==> config.mk <==
export PLATFORM = sky130hd
export DESIGN_NAME = flash_cui
export DESIGN_NICKNAME = d
export VERILOG_FILES = /design/src/rtl/flash_cui_pkg.sv /design/src/rtl/flash_sector_map.sv /design/src/rtl/flash_busy_timer.sv /design/src/rtl/flash_array.sv /design/src/rtl/flash_cui.sv
export SDC_FILE = /design/constraint.sdc
export NUM_CORES = 2
export LEC_CHECK = 0
export CAP_MARGIN = 15
export CORE_MARGIN = 10
export CORE_UTILIZATION = 64
export DETAILED_ROUTE_END_ITERATION = 16
export MAX_ROUTING_LAYER = met4
export PLACE_DENSITY = 0.8
export SYNTH_ARGS = -nofsm -noshare
export SYNTH_HDL_FRONTEND = slang
export SYNTH_SLANG_ARGS = --single-unit
export TNS_END_PERCENT = 50
==> constraint.sdc <==
create_clock -name clk_i -period 15.7 [get_ports clk_i]
set_clock_uncertainty 0.2 [all_clocks]
set_input_delay 4.71 -clock clk_i [delete_from_list [all_inputs] [get_ports clk_i]]
set_output_delay 4.71 -clock clk_i [all_outputs]
set_load 0.01 [all_outputs]
==> src/rtl/flash_cui_pkg.sv <==
package flash_cui_pkg;

  localparam logic [7:0] OP_READ_ARRAY = 8'hFF;
  localparam logic [7:0] OP_ERASE      = 8'h20;
  localparam logic [7:0] OP_UERASE     = 8'h21;
  localparam logic [7:0] OP_PROG_A     = 8'h40;
  localparam logic [7:0] OP_PROG_B     = 8'h10;
  localparam logic [7:0] OP_STATUS     = 8'h70;
  localparam logic [7:0] OP_CLEAR      = 8'h50;
  localparam logic [7:0] OP_ID         = 8'h90;
  localparam logic [7:0] OP_CONFIRM    = 8'hD0;

  typedef enum logic [1:0] {
    RM_ARRAY  = 2'd0,
    RM_STATUS = 2'd1,
    RM_ID     = 2'd2
  } rmode_e;

  typedef enum logic [2:0] {
    CS_IDLE        = 3'd0,
    CS_ERASE_WAIT  = 3'd1,
    CS_UERASE_WAIT = 3'd2,
    CS_PROG_WAIT   = 3'd3,
    CS_BUSY        = 3'd4
  } cstate_e;

  typedef enum logic [1:0] {
    OPK_ERASE  = 2'd0,
    OPK_UERASE = 2'd1,
    OPK_PROG   = 2'd2
  } opk_e;

  typedef struct packed {
    logic erase_err;
    logic prog_err;
    logic prot_err;
  } err_t;

endpackage

==> src/rtl/flash_sector_map.sv <==
module flash_sector_map #(
  parameter int SUB_BYTES  = 4,
  parameter int MAIN_BYTES = 16,
  parameter int N_SUB      = 4,
  parameter int AW         = 7,
  parameter int SW         = 4
) (
  input  logic [AW-1:0] addr_i,
  output logic [SW-1:0] sec_o
);
  localparam int SUB_SPAN = N_SUB * SUB_BYTES;

  logic [31:0] a32;
  assign a32 = 32'(addr_i);

  always_comb begin
    if (a32 < 32'(SUB_SPAN))
      sec_o = SW'(a32 / 32'(SUB_BYTES));
    else
      sec_o = SW'(32'(N_SUB) + (a32 - 32'(SUB_SPAN)) / 32'(MAIN_BYTES));
  end
endmodule

==> src/rtl/flash_busy_timer.sv <==
module flash_busy_timer #(
  parameter int CW = 5
) (
  input  logic          clk_i,
  input  logic          rst_ni,
  input  logic          start_i,
  input  logic [CW-1:0] len_i,
  output logic          busy_o,
  output logic          done_o
);
  logic [CW-1:0] cnt_q;
  logic          act_q;

  always_ff @(posedge clk_i or negedge rst_ni) begin
    if (!rst_ni) begin
      cnt_q <= '0;
      act_q <= 1'b0;
    end else if (start_i) begin
      cnt_q <= len_i - CW'(1);
      act_q <= 1'b1;
    end else if (act_q) begin
      if (cnt_q == '0) act_q <= 1'b0;
      else             cnt_q <= cnt_q - CW'(1);
    end
  end

  assign busy_o = act_q;
  assign done_o = act_q && (cnt_q == '0);
endmodule

==> src/rtl/flash_array.sv <==
module flash_array #(
  parameter int SUB_BYTES  = 4,
  parameter int MAIN_BYTES = 16,
  parameter int N_SUB      = 4,
  parameter int DEPTH      = 128,
  parameter int AW         = 7,
  parameter int SW         = 4
) (
  input  logic          clk_i,
  input  logic          rst_ni,
  input  logic          erase_en_i,
  input  logic [SW-1:0] erase_lo_i,
  input  logic [SW-1:0] erase_hi_i,
  input  logic          prog_en_i,
  input  logic [AW-1:0] prog_addr_i,
  input  logic [7:0]    prog_data_i,
  input  logic [AW-1:0] rd_addr_i,
  output logic [7:0]    rd_data_o
);
  localparam int SUB_SPAN = N_SUB * SUB_BYTES;

  logic [7:0] bank [DEPTH];

  for (genvar g = 0; g < DEPTH; g++) begin : g_byte
    localparam int SEC = (g < SUB_SPAN) ? (g / SUB_BYTES)
                                        : (N_SUB + (g - SUB_SPAN) / MAIN_BYTES);
    logic [7:0] byte_q;
    logic       hit_erase;
    logic       hit_prog;

    assign hit_erase = erase_en_i && (SW'(SEC) >= erase_lo_i) && (SW'(SEC) <= erase_hi_i);
    assign hit_prog  = prog_en_i && (prog_addr_i == AW'(g));

    always_ff @(posedge clk_i or negedge rst_ni) begin
      if (!rst_ni)        byte_q <= 8'hFF;
      else if (hit_erase) byte_q <= 8'hFF;
      else if (hit_prog)  byte_q <= byte_q & prog_data_i;
    end

    assign bank[g] = byte_q;
  end

  assign rd_data_o = bank[rd_addr_i];
endmodule

==> src/rtl/flash_cui.sv <==
module flash_cui
  import flash_cui_pkg::*;
#(
  parameter int         SUB_BYTES  = 4,
  parameter int         MAIN_BYTES = 16,
  parameter int         N_SUB      = 4,
  parameter int         N_MAIN     = 7,
  parameter int         ERASE_CYC  = 24,
  parameter int         PROG_CYC   = 4,
  parameter logic [7:0] MFR_CODE   = 8'hA5,
  parameter logic [7:0] DEV_CODE   = 8'h3C,
  localparam int        N_SEC      = N_SUB + N_MAIN,
  localparam int        DEPTH      = N_SUB * SUB_BYTES + N_MAIN * MAIN_BYTES,
  localparam int        AW         = $clog2(DEPTH)
) (
  input  logic             clk_i,
  input  logic             rst_ni,
  input  logic             wr_en_i,
  input  logic [AW-1:0]    addr_i,
  input  logic [7:0]       wdata_i,
  input  logic [N_SEC-1:0] hw_prot_i,
  input  logic [N_SEC-1:0] lock_i,
  output logic [7:0]       rdata_o
);
  localparam int SW     = $clog2(N_SEC);
  localparam int MAXCYC = (ERASE_CYC > PROG_CYC) ? ERASE_CYC : PROG_CYC;
  localparam int CW     = $clog2(MAXCYC + 1);

  cstate_e       state_q, state_n;
  rmode_e        rmode_q, rmode_n;
  err_t          err_q, err_n;
  opk_e          op_q, op_n;
  logic [SW-1:0] tgt_q, tgt_n;
  logic [AW-1:0] pg_addr_q, pg_addr_n;
  logic [7:0]    pg_data_q, pg_data_n;

  logic [SW-1:0]    wr_sec;
  logic [N_SEC-1:0] blocked;
  logic             sub_blocked;
  logic             wr_is_sub, tgt_is_sub;
  logic             t_start, t_busy, t_done;
  logic [CW-1:0]    t_len;
  logic             busy, op_uni;
  logic             erase_en, prog_en;
  logic [SW-1:0]    erase_lo, erase_hi;
  logic [7:0]       arr_data, status_byte, id_byte;

  flash_sector_map #(
    .SUB_BYTES (SUB_BYTES),
    .MAIN_BYTES(MAIN_BYTES),
    .N_SUB     (N_SUB),
    .AW        (AW),
    .SW        (SW)
  ) u_map (
    .addr_i(addr_i),
    .sec_o (wr_sec)
  );

  assign blocked     = hw_prot_i | lock_i;
  assign sub_blocked = |blocked[N_SUB-1:0];
  assign wr_is_sub   = wr_sec < SW'(N_SUB);
  assign tgt_is_sub  = tgt_q < SW'(N_SUB);

  always_comb begin
    state_n   = state_q;
    rmode_n   = rmode_q;
    err_n     = err_q;
    op_n      = op_q;
    tgt_n     = tgt_q;
    pg_addr_n = pg_addr_q;
    pg_data_n = pg_data_q;
    t_start   = 1'b0;
    t_len     = CW'(PROG_CYC);

    unique case (state_q)
      CS_IDLE: begin
        if (wr_en_i) begin
          case (wdata_i)
            OP_READ_ARRAY: rmode_n = RM_ARRAY;
            OP_STATUS:     rmode_n = RM_STATUS;
            OP_ID:         rmode_n = RM_ID;
            OP_CLEAR:      err_n   = '0;
            OP_ERASE: begin
              state_n = CS_ERASE_WAIT;
              tgt_n   = wr_sec;
              rmode_n = RM_STATUS;
            end
            OP_UERASE: begin
              state_n = CS_UERASE_WAIT;
              tgt_n   = wr_sec;
              rmode_n = RM_STATUS;
            end
            OP_PROG_A, OP_PROG_B: begin
              state_n = CS_PROG_WAIT;
              rmode_n = RM_STATUS;
            end
            default: ;
          endcase
        end
      end

      CS_ERASE_WAIT: begin
        if (wr_en_i) begin
          state_n = CS_IDLE;
          if (wdata_i == OP_CONFIRM && wr_sec == tgt_q) begin
            if (blocked[wr_sec]) begin
              err_n.erase_err = 1'b1;
              err_n.prot_err  = 1'b1;
            end else begin
              state_n = CS_BUSY;
              op_n    = OPK_ERASE;
              t_start = 1'b1;
              t_len   = CW'(ERASE_CYC);
            end
          end else begin
            err_n.erase_err = 1'b1;
            err_n.prog_err  = 1'b1;
            rmode_n         = RM_ARRAY;
          end
        end
      end

      CS_UERASE_WAIT: begin
        if (wr_en_i) begin
          state_n = CS_IDLE;
          if (wdata_i == OP_CONFIRM && wr_is_sub && tgt_is_sub) begin
            if (sub_blocked) begin
              err_n.erase_err = 1'b1;
              err_n.prot_err  = 1'b1;
            end else begin
              state_n = CS_BUSY;
              op_n    = OPK_UERASE;
              t_start = 1'b1;
              t_len   = CW'(ERASE_CYC);
            end
          end else begin
            err_n.erase_err = 1'b1;
            err_n.prog_err  = 1'b1;
            rmode_n         = RM_ARRAY;
          end
        end
      end

      CS_PROG_WAIT: begin
        if (wr_en_i) begin
          if (blocked[wr_sec]) begin
            state_n        = CS_IDLE;
            err_n.prog_err = 1'b1;
            err_n.prot_err = 1'b1;
          end else begin
            state_n   = CS_BUSY;
            op_n      = OPK_PROG;
            pg_addr_n = addr_i;
            pg_data_n = wdata_i;
            t_start   = 1'b1;
            t_len     = CW'(PROG_CYC);
          end
        end
      end

      CS_BUSY: begin
        rmode_n = RM_STATUS;
        if (t_done) state_n = CS_IDLE;
      end

      default: state_n = CS_IDLE;
    endcase
  end

  always_ff @(posedge clk_i or negedge rst_ni) begin
    if (!rst_ni) begin
      state_q   <= CS_IDLE;
      rmode_q   <= RM_ARRAY;
      err_q     <= '0;
      op_q      <= OPK_ERASE;
      tgt_q     <= '0;
      pg_addr_q <= '0;
      pg_data_q <= 8'hFF;
    end else begin
      state_q   <= state_n;
      rmode_q   <= rmode_n;
      err_q     <= err_n;
      op_q      <= op_n;
      tgt_q     <= tgt_n;
      pg_addr_q <= pg_addr_n;
      pg_data_q <= pg_data_n;
    end
  end

  flash_busy_timer #(.CW(CW)) u_timer (
    .clk_i  (clk_i),
    .rst_ni (rst_ni),
    .start_i(t_start),
    .len_i  (t_len),
    .busy_o (t_busy),
    .done_o (t_done)
  );

  assign busy     = (state_q == CS_BUSY);
  assign op_uni   = (op_q == OPK_UERASE);
  assign erase_en = busy && t_done && (op_q != OPK_PROG);
  assign prog_en  = busy && t_done && (op_q == OPK_PROG);
  assign erase_lo = op_uni ? '0 : tgt_q;
  assign erase_hi = op_uni ? SW'(N_SUB - 1) : tgt_q;

  flash_array #(
    .SUB_BYTES (SUB_BYTES),
    .MAIN_BYTES(MAIN_BYTES),
    .N_SUB     (N_SUB),
    .DEPTH     (DEPTH),
    .AW        (AW),
    .SW        (SW)
  ) u_array (
    .clk_i      (clk_i),
    .rst_ni     (rst_ni),
    .erase_en_i (erase_en),
    .erase_lo_i (erase_lo),
    .erase_hi_i (erase_hi),
    .prog_en_i  (prog_en),
    .prog_addr_i(pg_addr_q),
    .prog_data_i(pg_data_q),
    .rd_addr_i  (addr_i),
    .rd_data_o  (arr_data)
  );

  assign status_byte = {~t_busy, 1'b0, err_q.erase_err, err_q.prog_err, err_q.prot_err, 3'b000};

  always_comb begin
    if (addr_i == AW'(0))      id_byte = MFR_CODE;
    else if (addr_i == AW'(1)) id_byte = DEV_CODE;
    else                       id_byte = 8'h00;
  end

  always_comb begin
    if (busy) rdata_o = status_byte;
    else begin
      case (rmode_q)
        RM_ARRAY:  rdata_o = arr_data;
        RM_ID:     rdata_o = id_byte;
        default:   rdata_o = status_byte;
      endcase
    end
  end

endmodule

* Word level (Yosys, flattened, before mapping) *
Cells that the tools add are included.
W data, S select, Z words.

cells by class
  reductions and logical operators = 308
  bitwise gates (word level) = 132
  mux-type cells = 332
  $add $sub $neg = 4
  equality and inequality tests = 167
  order comparisons = 27

operator list
  operator              number
  $mux W8               260
  $and A8 B8 Y8         128
  $eq A7 B7 Y1 const B  64
  $reduce_bool A2 Y1    129
  $eq A7 B6 Y1 const B  32
  $logic_and A1 B1 Y1   157
  $eq A7 B5 Y1 const B  16
  $bmux W8 S7           1
  $eq A7 B4 Y1 const B  8
  $mux W5               9
  $mux W3               13
  $ne A2 B2 Y1 const B  17
  $mux W2               15
  $eq A7 B3 Y1 const B  4
  $eq A8 B7 Y1 const B  3
  $eq A8 B8 Y1 const B  3
  $mux W1               19
  $reduce_and A9 Y1     2
  $eq A8 B6 Y1 const B  2
  $ge A3 B4 Y1 const A  4
  $le A3 B4 Y1 const A  4
  $pmux W2 S4           2
  $pmux W8 S2           1
  $pmux W3 S5           1
  50 further kinds      76

storage, ports and cells
  word-level logic and storage cells = 1109
  bits of input ports = 40
  register bits = 1059

* Depth between registers and ports, before layout *
  word-level depth = 11
  mapped depth = 20
  gate-level depth less buffers = 15

* Hierarchy *
A second synthesis with hierarchy kept.

second synthesis, totals
  cell total of the unflattened synthesis = 4216
  area, all modules = 48371.4 sq um

modules (own cells, without submodules)
  module            area each (sq um)  cells an instance  seq. area each (sq um)  instances
  flash_array       45846.5            3940               26905.8                 1
  flash_cui         2020.7             219                735.7                   1
  flash_busy_timer  397.9              43                 150.1                   1
  flash_sector_map  106.4              14                 0.0                     1

* Least setup slack after synthesis *
OpenSTA, ideal clock, no wires.

  path kind = input to output
  start = in addr_i[0]
  end = out rdata_o[5]
  data required time = 10.790 ns
  setup slack = 3.392 ns
  cell stages on the path = 8
  data arrival time = 7.398 ns
  path through = clkbuf_1 > buf_2 > buf_1 > mux4_2 > mux4_2 > mux4_2 > o211ai_1 > nand2_1

on the way
  cells in the longest elaborated chain, start to end = 6

RTL lines
  element                                     line               text
  from (decl)                                 flash_cui.sv:19    input logic [AW-1:0] addr_i,
  $not A7 Y8 (implied by the code)            flash_array.sv:43  assign rd_data_o = bank[rd_addr_i];
  $bmux W8 S7                                 flash_array.sv:43
  $mux W8 (implied by the code) (2 in a row)  flash_array.sv:43
  $pmux W8 S2 (*)                             flash_cui.sv:237   case (rmode_q)
  $mux W8 (*)                                 flash_cui.sv:235   if (busy) rdata_o = status_byte;
  to (decl)                                   flash_cui.sv:23    output logic [7:0] rdata_o

Every way passes the cells marked *; elsewhere a longest branch is shown, timed or not. The select of a mux whose other input is x is not followed.

* Worst setup path in the final report *
  start = in addr_i[1]
  end = out rdata_o[3]

The elaborated chain is that of the path after synthesis.

==> results.txt <==
The number of resized instances in the post-cts repair step came out at 0. The leading cell type in the layout, fill and taps excluded is sky130_fd_sc_hd__nand2_1. The number of port buffers came out at 47.

The hold buffer count at CTS is 0. Measured against its own limit, the worst slew margin works out to between 15 and 20%. The number of global-route vias before repair came to 35700.

The first global-routing pass estimated 210 mm of wire. The per-cell via count in the routed design is 6.83. TritonCTS built the clock tree. The peak supply drop came out at 0.0000909 V.

The sum of internal, switching and leakage power is 5730 uW. The post-CTS repair timing setup buffer count is 0. The clock latency at the later pin of the worst-skew pair is about 0.70 ns. The setup TNS is 0 ns. The global-route congestion overflow total is 0. For this block, the routed nets add up to 134 mm of wire. The proportion of power drawn by the clock network came out at 47.2%.

The H-tree depth is 3. The number of detailed-routing iterations run before antenna repair is 8. The number of enable flip-flop cells after synthesis is 0. In the routed design, unresolved DRC markers number 0. The max-slew violation count came to 0. The placed wire-length estimate came out at about 79 mm. The slack of the worst reg-to-reg path came out at around 12 ns. The aggregate global-route resource usage is 32.1%.

The most used flip-flop cell after synthesis is sky130_fd_sc_hd__dfstp_2. The effective utilization at floorplan came out at 64.5%. The site row count came out at 100.

The largest buffer count on any clock path is 3. The number of violations reported at the end of detailed-routing iteration 0 came out at roughly 4700. The area added between synthesis and finish is 10.3%. The initial antenna violation count is 5. The height of the die is roughly 290 um. The worst setup path is launched from an input pin.

The area share of the largest cell type after synthesis came out at 56.5%. Of the cells placed in the final design, the portion with a size suffix greater than 1 is around 39%. The leakage power summed over all cells is around 0.025 uW. The average instance area after synthesis is 11.3 um2. The average routed wire per standard cell came out at ~26 um. The peak fanout along the critical path came out at between 100 and 150. The maximum achievable frequency is between 70 and 80 MHz. The routed via count came out at 35500.

TritonCTS created about 100 clock buffers. The net count of the mapped netlist came out at roughly 4300. Setup repair after global routing left no endpoint under its margin. Across the run, the number of max-cap violations was 0. The slew at the pin closest to its max-slew limit is 1.26 ns. The synthesized area is 48000 um2. The floorplan step set the die width to 294 um.

Internal power comes to 4420 uW. The fraction of the cycle the final worst path needs is 87.4%. The final worst hold slack is 0.275 ns. The biggest area contributor in the post-synthesis netlist is sky130_fd_sc_hd__dfstp_2.

For this design the total switching power over the nets is between 1000 and 1500 uW. The CTS clock-pin slew for the worst setup and hold paths came out at 0.06 ns. The number of instances in the synthesized netlist is 4238. The die outline area came out at between 80000 and 90000 um2. The time the worst path needs with I/O delays and setup is around 14 ns. The core footprint is 74400 um2. The flip-flop and latch count after synthesis is 1059. The number of hold violations in the final report is 0.

The worst setup path is of the in2out kind. The congestion estimate from routability-driven global placement came to 0.944. The flow ran to the end, and the final reports show no timing, DRC or antenna violations. The total number of yosys warnings is 0.

The arrival time of data at the critical path endpoint is 8.81 ns. The number of sinks on the clock net came out at between 1000 and 1500. The worst setup path is captured at an output pin. Setup violations remaining at the end of the flow were counted as 0. The final net count came out at roughly 4200. The maximum number of pins on one net before global-route repair came out at 172. The master cell of the clock root buffer is sky130_fd_sc_hd__clkbuf_16. The top cell types in the final layout, fill and taps aside, are sky130_fd_sc_hd__nand2_1, sky130_fd_sc_hd__o21ai_0, sky130_fd_sc_hd__dfstp_2. The combinational cell fraction of total power is 3.9%. The fraction of power consumed by sequential logic came out at 48.8%. Yosys attributes the largest share of cell area to sky130_fd_sc_hd__dfstp_2, sky130_fd_sc_hd__mux4_2, sky130_fd_sc_hd__o21ai_0, sky130_fd_sc_hd__nand2_1, sky130_fd_sc_hd__clkbuf_1.

Dividing total power by cell area gives a power density of 108 nW/um2. The type of the worst min-delay path is reg2reg. Sequential cells were found to cover a little under 60% of the synthesized design area. The I/O pin count came out at 48. The number of distinct library cell variants in the gate-level netlist after synthesis is 61. The fraction of synthesis flops using an asynchronous set or reset pin came out at 100%. In this run the remaining antenna-violating nets after routing total 0.

The fraction of power spent switching nets is 22.9%. For the worst setup path, the data required time is 10.79 ns.
Yosys cell counts (6+ instances only):
| library cell | instances |
|---|---|
| sky130_fd_sc_hd__dfstp_2 | 1032 |
| sky130_fd_sc_hd__nand2_1 | 1199 |
| sky130_fd_sc_hd__o21a_1 | 6 |
| sky130_fd_sc_hd__mux4_2 | 322 |
| sky130_fd_sc_hd__buf_1 | 24 |
| sky130_fd_sc_hd__xnor2_1 | 6 |
| sky130_fd_sc_hd__nor4_1 | 7 |
| sky130_fd_sc_hd__inv_1 | 10 |
| sky130_fd_sc_hd__mux2i_1 | 23 |
| sky130_fd_sc_hd__or3_1 | 6 |
| sky130_fd_sc_hd__buf_2 | 31 |
| sky130_fd_sc_hd__nor2b_1 | 7 |
| sky130_fd_sc_hd__mux2_2 | 12 |
| sky130_fd_sc_hd__nand4_1 | 6 |
| sky130_fd_sc_hd__nand2b_1 | 11 |
| sky130_fd_sc_hd__nand3_1 | 7 |
| sky130_fd_sc_hd__mux2_4 | 8 |
| sky130_fd_sc_hd__dfrtp_1 | 27 |
| sky130_fd_sc_hd__nor3b_1 | 6 |
| sky130_fd_sc_hd__o21ai_0 | 1060 |
| sky130_fd_sc_hd__nor2_1 | 57 |
| sky130_fd_sc_hd__clkbuf_1 | 266 |
| sky130_fd_sc_hd__a21oi_1 | 15 |
| sky130_fd_sc_hd__nor3_1 | 19 |
power by group through the flow:
stage          clock network (uW)  logic [uW]  registers (uW)
2_1_floorplan                   0         139            2790
3_3_place_gp                    0         223            2830
3_5_place_dp                    0         224            2830
4_1_cts                      2710         225            2800
5_1_grt                      2840         241            2800
6_report                     2710         225            2800
per-stage QoR:
step	utilization, %	cell area, um2	setup WS, ns	std cells
after floorplan	-	48000	3.39	4238
after global placement	66.0	49100	2.23	4992
after detailed placement	66.0	49100	2.19	4993
after CTS	71.0	52800	2.17	5184
after global routing	71.1	52900	1.93	5195
final	71.1	52900	1.98	5196
worst paths after layout:
kind                                              start                             to  cells after the start
max in group asynchronous                        rst_ni   u_array.g_byte[27].byte_q[0]                      3
min in group asynchronous                        rst_ni               u_timer.cnt_q[0]                      1
min                        u_array.g_byte[82].byte_q[6]   u_array.g_byte[82].byte_q[6]                      2
max                                           addr_i[1]                     rdata_o[3]                     10
max reg2reg                            u_timer.cnt_q[0]  u_array.g_byte[112].byte_q[7]                      9
min reg2reg                u_array.g_byte[82].byte_q[6]   u_array.g_byte[82].byte_q[6]                      2
sequential cells by signal (all words and copies together), names as in the netlist:
signal and count:
rmode_q 2, u_timer.cnt_q 5, u_timer.busy_o 1, u_array.g_byte.byte_q 1024, pg_addr_q 7, err_q 3
op_q 2, state_q 3, pg_data_q 8, tgt_q 4
routing by layer:
metal | up-vias | share of wire, % | GRT usage [%] | routed length, um
met3 | 407 | 11 | 8.49 | 14800
met2 | 2140 | 46 | 46.7 | 62200
met1 | 18300 | 39 | 42.7 | 51800
met4 | 0 | 4.2 | 13.6 | 5620
li1 | 14700 | - | - | -
met5 | - | 0 | - | 0
cell type report:
type                    instances  area [um2]
diodes                          7        17.5
flip-flops and latches       1059       27800
multi-input cells            2841       19000
well taps                     969        1210
clock buffers                 140        3030
inverters                      13        51.3
fillers                      4743       21500
repair buffers                116        1130
clock inverters                51         692
cells by family after synthesis:
kind of cell / count (synthesis) / share of synthesized area (%)
AND/OR/NAND/NOR: 1345 / 11.0
buffers and inverters: 338 / 2.77
multiplexers: 365 / 16.1
XOR/XNOR: 8 / 0.146
flip-flops: 1059 / 57.9
adder cells (fa/ha/maj): 4 / 0.104
AO/OA/AOI/OAI: 1119 / 12.0
worst max-delay path: stages:
cell	delay [ns]
sky130_fd_sc_hd__buf_8	0.64
sky130_fd_sc_hd__buf_12	0.60
sky130_fd_sc_hd__mux4_2	0.34
sky130_fd_sc_hd__mux2i_1	0.07
sky130_fd_sc_hd__a221oi_1	0.60
sky130_fd_sc_hd__o21ai_0	0.26
sky130_fd_sc_hd__nand3_1	0.19
sky130_fd_sc_hd__nand2_1	0.07
sky130_fd_sc_hd__o21ai_0	0.50
sky130_fd_sc_hd__clkdlybuf4s50_1	0.67
Note: power is estimated with default switching activity, not from simulation.
